[src/rtl/pp_rev_tx_pkg.sv]
package pp_rev_tx_pkg;
  typedef enum logic [2:0] {
    ST_IDLE,
    ST_PEND,
    ST_ACKED,
    ST_SETUP,
    ST_STROBE,
    ST_HOLD,
    ST_REL
  } rtx_state_e;
endpackage

[src/rtl/pp_rev_sync.sv]
module pp_rev_sync #(
  parameter int STAGES = 2,
  parameter logic RESET_VAL = 1'b0
) (
  input  logic clk,
  input  logic rst,
  input  logic d,
  output logic q
);
  logic [STAGES-1:0] chain;

  always_ff @(posedge clk) begin
    if (rst) chain <= {STAGES{RESET_VAL}};
    else     chain <= {chain[STAGES-2:0], d};
  end

  assign q = chain[STAGES-1];
endmodule

[src/rtl/pp_rev_hold.sv]
module pp_rev_hold #(
  parameter int W = 8
) (
  input  logic         clk,
  input  logic         rst,
  input  logic         load,
  input  logic [W-1:0] byte_i,
  input  logic         cmd_i,
  output logic [W-1:0] byte_q,
  output logic         cmd_q
);
  always_ff @(posedge clk) begin
    if (rst) begin
      byte_q <= '0;
      cmd_q  <= 1'b0;
    end else if (load) begin
      byte_q <= byte_i;
      cmd_q  <= cmd_i;
    end
  end
endmodule

[src/rtl/pp_rev_fsm.sv]
module pp_rev_fsm
  import pp_rev_tx_pkg::*;
(
  input  logic clk,
  input  logic rst,
  input  logic in_valid,
  input  logic held_cmd,
  input  logic hack_s,
  input  logic req_n_s,
  output logic ready,
  output logic load,
  output logic sent,
  output logic oe,
  output logic strobe,
  output logic tag,
  output logic grant_n
);
  rtx_state_e state;
  logic       cancelled;

  assign load = in_valid & ready;

  always_ff @(posedge clk) begin
    if (rst) begin
      state     <= ST_IDLE;
      ready     <= 1'b1;
      sent      <= 1'b0;
      oe        <= 1'b0;
      strobe    <= 1'b1;
      tag       <= 1'b0;
      grant_n   <= 1'b1;
      cancelled <= 1'b0;
    end else begin
      sent <= 1'b0;
      unique case (state)
        ST_IDLE: begin
          if (in_valid) begin
            ready <= 1'b0;
            state <= ST_PEND;
          end
        end
        ST_PEND: begin
          if (!req_n_s) begin
            grant_n <= 1'b0;
            state   <= ST_ACKED;
          end
        end
        ST_ACKED: begin
          oe    <= 1'b1;
          tag   <= ~held_cmd;
          state <= ST_SETUP;
        end
        ST_SETUP: begin
          strobe <= 1'b0;
          state  <= ST_STROBE;
        end
        ST_STROBE: begin
          if (req_n_s) begin
            cancelled <= 1'b1;
            oe        <= 1'b0;
            tag       <= 1'b0;
            strobe    <= 1'b1;
            state     <= ST_REL;
          end else if (hack_s) begin
            strobe <= 1'b1;
            state  <= ST_HOLD;
          end
        end
        ST_HOLD: begin
          if (req_n_s || !hack_s) begin
            cancelled <= req_n_s;
            oe        <= 1'b0;
            tag       <= 1'b0;
            state     <= ST_REL;
          end
        end
        ST_REL: begin
          grant_n <= 1'b1;
          if (cancelled) begin
            state <= ST_PEND;
          end else begin
            sent  <= 1'b1;
            ready <= 1'b1;
            state <= ST_IDLE;
          end
        end
        default: state <= ST_IDLE;
      endcase
    end
  end
endmodule

[src/rtl/pp_rev_tx.sv]
module pp_rev_tx #(
  parameter int W           = 8,
  parameter int SYNC_STAGES = 2
) (
  input  logic         clk,
  input  logic         rst,
  input  logic         in_valid,
  output logic         in_ready,
  input  logic [W-1:0] in_byte,
  input  logic         in_is_cmd,
  output logic         sent,
  input  logic         host_ack,
  input  logic         rev_req_n,
  output logic [W-1:0] bus_dout,
  output logic         bus_oe,
  output logic         strobe,
  output logic         tag,
  output logic         grant_n
);
  logic hack_s, req_n_s, load, held_cmd;

  pp_rev_sync #(.STAGES(SYNC_STAGES), .RESET_VAL(1'b0)) u_sync_ack (
    .clk(clk), .rst(rst), .d(host_ack), .q(hack_s));

  pp_rev_sync #(.STAGES(SYNC_STAGES), .RESET_VAL(1'b1)) u_sync_req (
    .clk(clk), .rst(rst), .d(rev_req_n), .q(req_n_s));

  pp_rev_hold #(.W(W)) u_hold (
    .clk(clk), .rst(rst), .load(load), .byte_i(in_byte), .cmd_i(in_is_cmd),
    .byte_q(bus_dout), .cmd_q(held_cmd));

  pp_rev_fsm u_fsm (
    .clk(clk), .rst(rst), .in_valid(in_valid), .held_cmd(held_cmd),
    .hack_s(hack_s), .req_n_s(req_n_s), .ready(in_ready), .load(load),
    .sent(sent), .oe(bus_oe), .strobe(strobe), .tag(tag), .grant_n(grant_n));
endmodule

[config.mk]
export PLATFORM = sky130hd
export DESIGN_NAME = pp_rev_tx
export DESIGN_NICKNAME = d
export VERILOG_FILES = /design/src/rtl/pp_rev_tx_pkg.sv /design/src/rtl/pp_rev_sync.sv /design/src/rtl/pp_rev_hold.sv /design/src/rtl/pp_rev_fsm.sv /design/src/rtl/pp_rev_tx.sv
export SDC_FILE = /design/constraint.sdc
export NUM_CORES = 1
export LEC_CHECK = 0
export BUFFER_PORTS_ARGS = -buffer_cell sky130_fd_sc_hd__buf_4
export CAP_MARGIN = 20
export CORE_UTILIZATION = 34
export CTS_BUF_LIST = sky130_fd_sc_hd__clkbuf_4 sky130_fd_sc_hd__clkbuf_8
export DETAILED_ROUTE_END_ITERATION = 6
export PLACE_DENSITY = 0.61
export SYNTH_ARGS = -nofsm -noshare
export SYNTH_HDL_FRONTEND = slang
export SYNTH_HIERARCHICAL = 1
export SYNTH_SLANG_ARGS = --single-unit
export TNS_END_PERCENT = 50
[constraint.sdc]
create_clock -name clk -period 1.6 [get_ports clk]
set_clock_uncertainty 0.05 [all_clocks]
set_input_delay 0.24 -clock clk [delete_from_list [all_inputs] [get_ports clk]]
set_output_delay 0.24 -clock clk [all_outputs]
set_load 0.005 [all_outputs]
Yosys cells after proc, flatten, opt, wreduce, memory -nomap -nowiden
Index checks and enable logic that the tools add are counted.
{"block": "word_totals", "rom_bits": 0, "reg_bits": 23, "latch_bits": 0, "n_memories": 0, "ram_bits": 0, "out_inout_bits": 14}
{"block": "op_classes", "div_mod_pow": 0, "shifts": 0, "order_cmp": 0, "bitwise": 3, "muxes": 23, "multipliers": 0, "reduce_logical": 15, "eq_ne": 12, "addsub": 0}
{"operator": "case mux 3 bit (7 select lines)", "count": 1}
{"operator": "2-to-1 mux 3 bit", "count": 5}
{"operator": "2-to-1 mux 1 bit", "count": 11}
{"operator": "== test 3 bit, second input constant", "count": 3}
{"operator": "AND reduction 3 bit", "count": 3}
{"operator": "inequality test 2 bit, second input constant", "count": 4}
{"operator": "case mux 1 bit (2 select lines)", "count": 4}
{"operator": "nonzero test 2 bit", "count": 4}
{"operator": "== test 3 x 2 -> 1 bit, second input constant", "count": 2}
{"operator": "case mux 1 bit (3 select lines)", "count": 2}
{"operator": "AND reduction 2 bit", "count": 2}
{"operator": "AND reduction 4 bit", "count": 1}
{"operator": "== test 3 x 1 -> 1 bit, second input constant", "count": 1}
{"operator": "logical NOT 3 bit", "count": 1}
{"operator": "inequality test 3 bit, second input constant", "count": 1}
{"operator": "nonzero test 3 bit", "count": 1}
{"operator": "inequality test 2 x 1 -> 1 bit, second input constant", "count": 1}
{"operator": "NOT 1 bit", "count": 2}
{"operator": "OR reduction 2 bit", "count": 1}
{"operator": "AND 1 bit", "count": 1}
{"operator": "logical NOT 1 bit", "count": 1}
{"operator": "logical OR 1 bit", "count": 1}

Depth between registers and ports, before layout
{"block": "depth", "word_depth": 4, "depth_mapped": 5}

Cells and area by module
Netlist, hierarchy kept.
{"mod": "pp_rev_fsm", "cells_per_inst": 59, "n_inst": 1, "area_each_um2": 486.7}
{"mod": "pp_rev_hold", "cells_per_inst": 29, "n_inst": 1, "area_each_um2": 319.1}
{"mod": "pp_rev_sync", "cells_per_inst": 4, "n_inst": 2, "area_each_um2": 52.6}

Worst setup path before layout
OpenSTA, ideal clock, no wires.
{"block": "synth_path", "path_type": "reg2reg", "from": "reg u_fsm.state[0]", "to": "reg u_fsm.ready", "path_buffers": 0, "path_stages_with_launch": 3, "setup_slack_ns": 0.353, "arrival_ns": 1.078, "required_time_ns": 1.430, "setup_time_ns": 0.120, "path_cell_list": "dfxtp_1 or4b_1 a211o_1"}
{"block": "synth_via", "elab_chain_cells": 3, "elab_cells_between_ends": 7, "cone_classes": "eq/ne: 3; mux: 1; reduce/logical: 3"}
{"item": "start: declaration", "line_no": "pp_rev_fsm.sv:18", "source": "rtx_state_e state;"}
{"item": "start signal: assignment", "line_no": "pp_rev_fsm.sv:25", "source": "state <= ST_IDLE;"}
{"item": "start signal: assignment", "line_no": "pp_rev_fsm.sv:39", "source": "state <= ST_PEND;"}
{"item": "start signal: assignment", "line_no": "pp_rev_fsm.sv:45", "source": "state <= ST_ACKED;"}
{"item": "== test 3 bit or logical NOT 3 bit (tied branches)", "line_no": "pp_rev_fsm.sv:35", "source": "unique case (state)"}
{"item": "inequality test 2 bit (no source line) or nonzero test 2 bit (tied branches)"}
{"item": "AND reduction 3 bit (no source line)"}
{"item": "end signal: assignment", "line_no": "pp_rev_fsm.sv:26", "source": "ready <= 1'b1;"}
{"item": "end signal: assignment", "line_no": "pp_rev_fsm.sv:38", "source": "ready <= 1'b0;"}
{"item": "end signal: assignment", "line_no": "pp_rev_fsm.sv:83", "source": "ready <= 1'b1;"}
{"item": "end: declaration", "line_no": "pp_rev_fsm.sv:10", "source": "output logic ready,"}
Parallel ways exist; a longest one is shown, timed or not.
A chain may end at the register's enable or synchronous reset.

Worst setup path in the final report
{"block": "layout_path", "from": "reg u_fsm.state[1]", "to": "reg u_fsm.tag"}
{"block": "layout_via", "elab_chain_cells": 3, "elab_cells_between_ends": 8, "cone_classes": "eq/ne: 5; mux: 1; reduce/logical: 2"}
{"item": "== test 3 bit or == test 3 x 2 -> 1 bit (tied branches)", "line_no": "pp_rev_fsm.sv:35"}
{"item": "inequality test 2 x 1 -> 1 bit (no source line), or another cell as far along"}
{"item": "AND reduction 3 bit (no source line)"}
{"item": "end signal: assignment", "line_no": "pp_rev_fsm.sv:50", "source": "tag <= ~held_cmd;"}
{"item": "end: declaration", "line_no": "pp_rev_fsm.sv:15", "source": "output logic tag,"}
Parallel ways exist; a longest one is shown, timed or not.

==> flow_summary.ini <==
[power_and_ir_drop]
leakage_nw = 0.510
vdd_drop_max_mv = 0.584
power.density_nw_per_um2 = 1020
total_power_mw = 1.18
power.share.combinational = 0.193
pwr-share-clk = 0.229
p_sw_mw = 0.307
switching_share = 0.260
seqPwrFrac = 0.578
power.internal_mw = 0.875

[grt]
grt_remaining_overflow = 0
grt_pass1_wl_mm = 2.53
grt_use_total = 0.121
grt_pass1_vias = 594
antenna_found_initial = 0
grt_max_degree = 25

[clock_tree]
post_cts_buffers = 0
htreeDepth = 1
ctsResizeCount = 0
clk_pin_slew_ns = 0.12
clk_path_buf_depth = 2
numCtsBuffers = 3
hold_buffers = 0
cts_tree = done
cts.sinks = 23
clk_latency_ns = 0.30
cts_root_buf = clkbuf_4

[worst_setup_path]
crit_chain = or3b_2 -> a31oi_1 -> nor2_1
critPathLaunchType = flip-flop
cp_slowest_stage_delay_ns = 0.56
worstPathArrival_ns = 1.60
slowest_stage = dfxtp_1
crit_type = reg2reg
required_ns = 1.74
path_max_fanout = 12
end_kind = flip-flop

[routing]
drt-initial-drc-count = 17
vias = 728
viasPerCell = 4.79
wl_per_cell_um = 10.6
routed_wl_mm = 1.61
ant_nets = 0
drc = 0
drtPass1Iterations = 2

[yosys]
syn_inst = 96
syn_area_um2 = 911
synthSimpleGateAreaFrac = 0.221
synth_xor_area_frac = 0
ys_warn_count = 6
synth_fa_ha_area_frac = 0
synthMuxAreaShare = 0.110
synth_top_family_by_area = simple AND/OR/NAND/NOR gates
ys_ff_latch = 23
seq_area_frac_synth = 0.505
ys_types = 27
synth_compound_area_frac = 0.122
synth.avg_cell_area_um2 = 9.49
syn_nets = 110

[flow_run]
drv_cap = 0

[placement]
place_congestion = 0.776
numPortBuffers = 27
dp_hpwl_mm = 1.14

[timing]
period_minus_slack_ns = 1.46
rsz0062_at_grt = false
whs_ns = 0.0681
hold_violations = 0
setup_tns_ns = 0
worst_slew_margin_rel = 0.740
fmax_mhz = 684
final-setup-viol-count = 0
maxSlewViolCount = 0
worst_pin_slew_ns = 0.386
finalCritPeriodShare = 0.914

[finish]
nets = 137
n_antenna_cell = 0
drive_gt1_frac = 0.295
finish.utilization = 0.462
area_growth_pct = 26.8

[floorplanning]
io_pins = 28
core_um2 = 2500
placementRows = 18
die_x_um = 53.8
die_y_um = 53.8
start_util = 0.364
die_area_um2 = 2890

[worst_hold_path]
hp-class = in2reg

[status]
status = finished clean
[flip-flops by register name, summed over array words and instances, names as in the netlist]
signal and count:
u_sync_req/chain 2, u_sync_ack/chain 2, u_fsm/grant_n 1, u_fsm/strobe 1, u_fsm/cancelled 1, u_fsm/state 3, u_fsm/oe 1, u_fsm/sent 1
u_fsm/ready 1, u_hold/cmd_q 1, u_fsm/tag 1, u_hold/byte_q 8
[cells in the mapped netlist (all sizes together)]
master	count	area, µm²
and2b	1	7.51
or4b	2	20.0
nor2b	5	31.3
or2	4	25.0
a22oi	1	7.51
and2	1	6.26
mux2i	10	100
o21a	1	7.51
nand3b	1	7.51
o31ai	1	7.51
inv	1	3.75
o21ai	3	15.0
buf	5	30.0
nor4bb	1	10.0
nor2	20	75.1
or3b	1	8.76
a31oi	1	6.26
clkbuf	1	3.75
a211oi	2	15.0
dfxtp	23	460
a21oi	7	35.0
nand2	1	3.75
a211o	2	17.5
nand2b	1	6.26
[layout make-up]
cell class	count	area [µm²]
Fill cell	257	1350
Sequential cell	23	460
Multi-Input combinational cell	66	413
Timing Repair Buffer	28	210
Tap cell	30	37.5
Clock buffer	4	30.0
Inverter	1	3.75
[placed cells by master, fill, tap and decap left out, drive strengths merged]
cell type  synthesis  layout
o31ai              1       1
nor2              20      20
nor2b              5       5
a22oi              1       1
and2b              1       1
or4b               2       2
o21ai              3       3
a211o              2       2
nor4bb             1       1
and2               1       1
nand2              1       1
buf                5      28
a21oi              7       7
a31oi              1       1
or3b               1       1
mux2i             10      10
dfxtp             23      23
or2                4       4
o21a               1       1
nand3b             1       1
a211oi             2       2
clkbuf             1       4
nand2b             1       1
inv                1       1
[path summary, 6_finish.rpt]
kind | cells after the start | end | slack, ns | from
hold / removal | 2 | u_sync_req/chain[0] | 0.07 | rev_req_n
setup / recovery | 3 | u_fsm/tag | 0.14 | u_fsm/state[1]
hold reg to reg | 1 | u_sync_req/chain[1] | 0.38 | u_sync_req/chain[0]
setup reg to reg | 3 | u_fsm/tag | 0.14 | u_fsm/state[1]
[cells by family after synthesis]
group / after synthesis
simple gates: 38
mux: 10
buf+inv: 7
flops: 23
compound gates: 18
[layer usage]
layer  part of all wire  global-route usage  up-vias
met3              0.033              0.0339        2
met5                  0                   0        -
li1                   -                   -      381
met2               0.48               0.179        9
met1               0.48               0.161      336
met4             0.0062              0.0526        0
[worst max-delay path: cells and delay by family (launching register included)]
kind               cells  cell delay [ns]
DFF                    1             0.56
AOI/OAI and AO/OA      1             0.19
and+or+nand+nor        2             0.56
[stage by stage]
step,setup slack (ns),std cells,area [µm²]
floorplan,0.353,96,911
global placement,0.205,148,1120
detailed placement,0.186,148,1120
CTS,0.145,152,1150
global route,0.0407,152,1150
finish,0.138,152,1150
[power by group through the flow]
| stage | registers [mW] | clock network, mW | logic (mW) |
|---|---|---|---|
| 5_1_grt | 0.692 | 0.316 | 0.253 |
| 3_3_place_gp | 0.693 | 0 | 0.228 |
| 3_5_place_dp | 0.696 | 0 | 0.229 |
| 2_1_floorplan | 0.664 | 0 | 0.175 |
| 6_report | 0.684 | 0.271 | 0.228 |
| 4_1_cts | 0.683 | 0.293 | 0.230 |
Power figures use the tool's default switching activity.
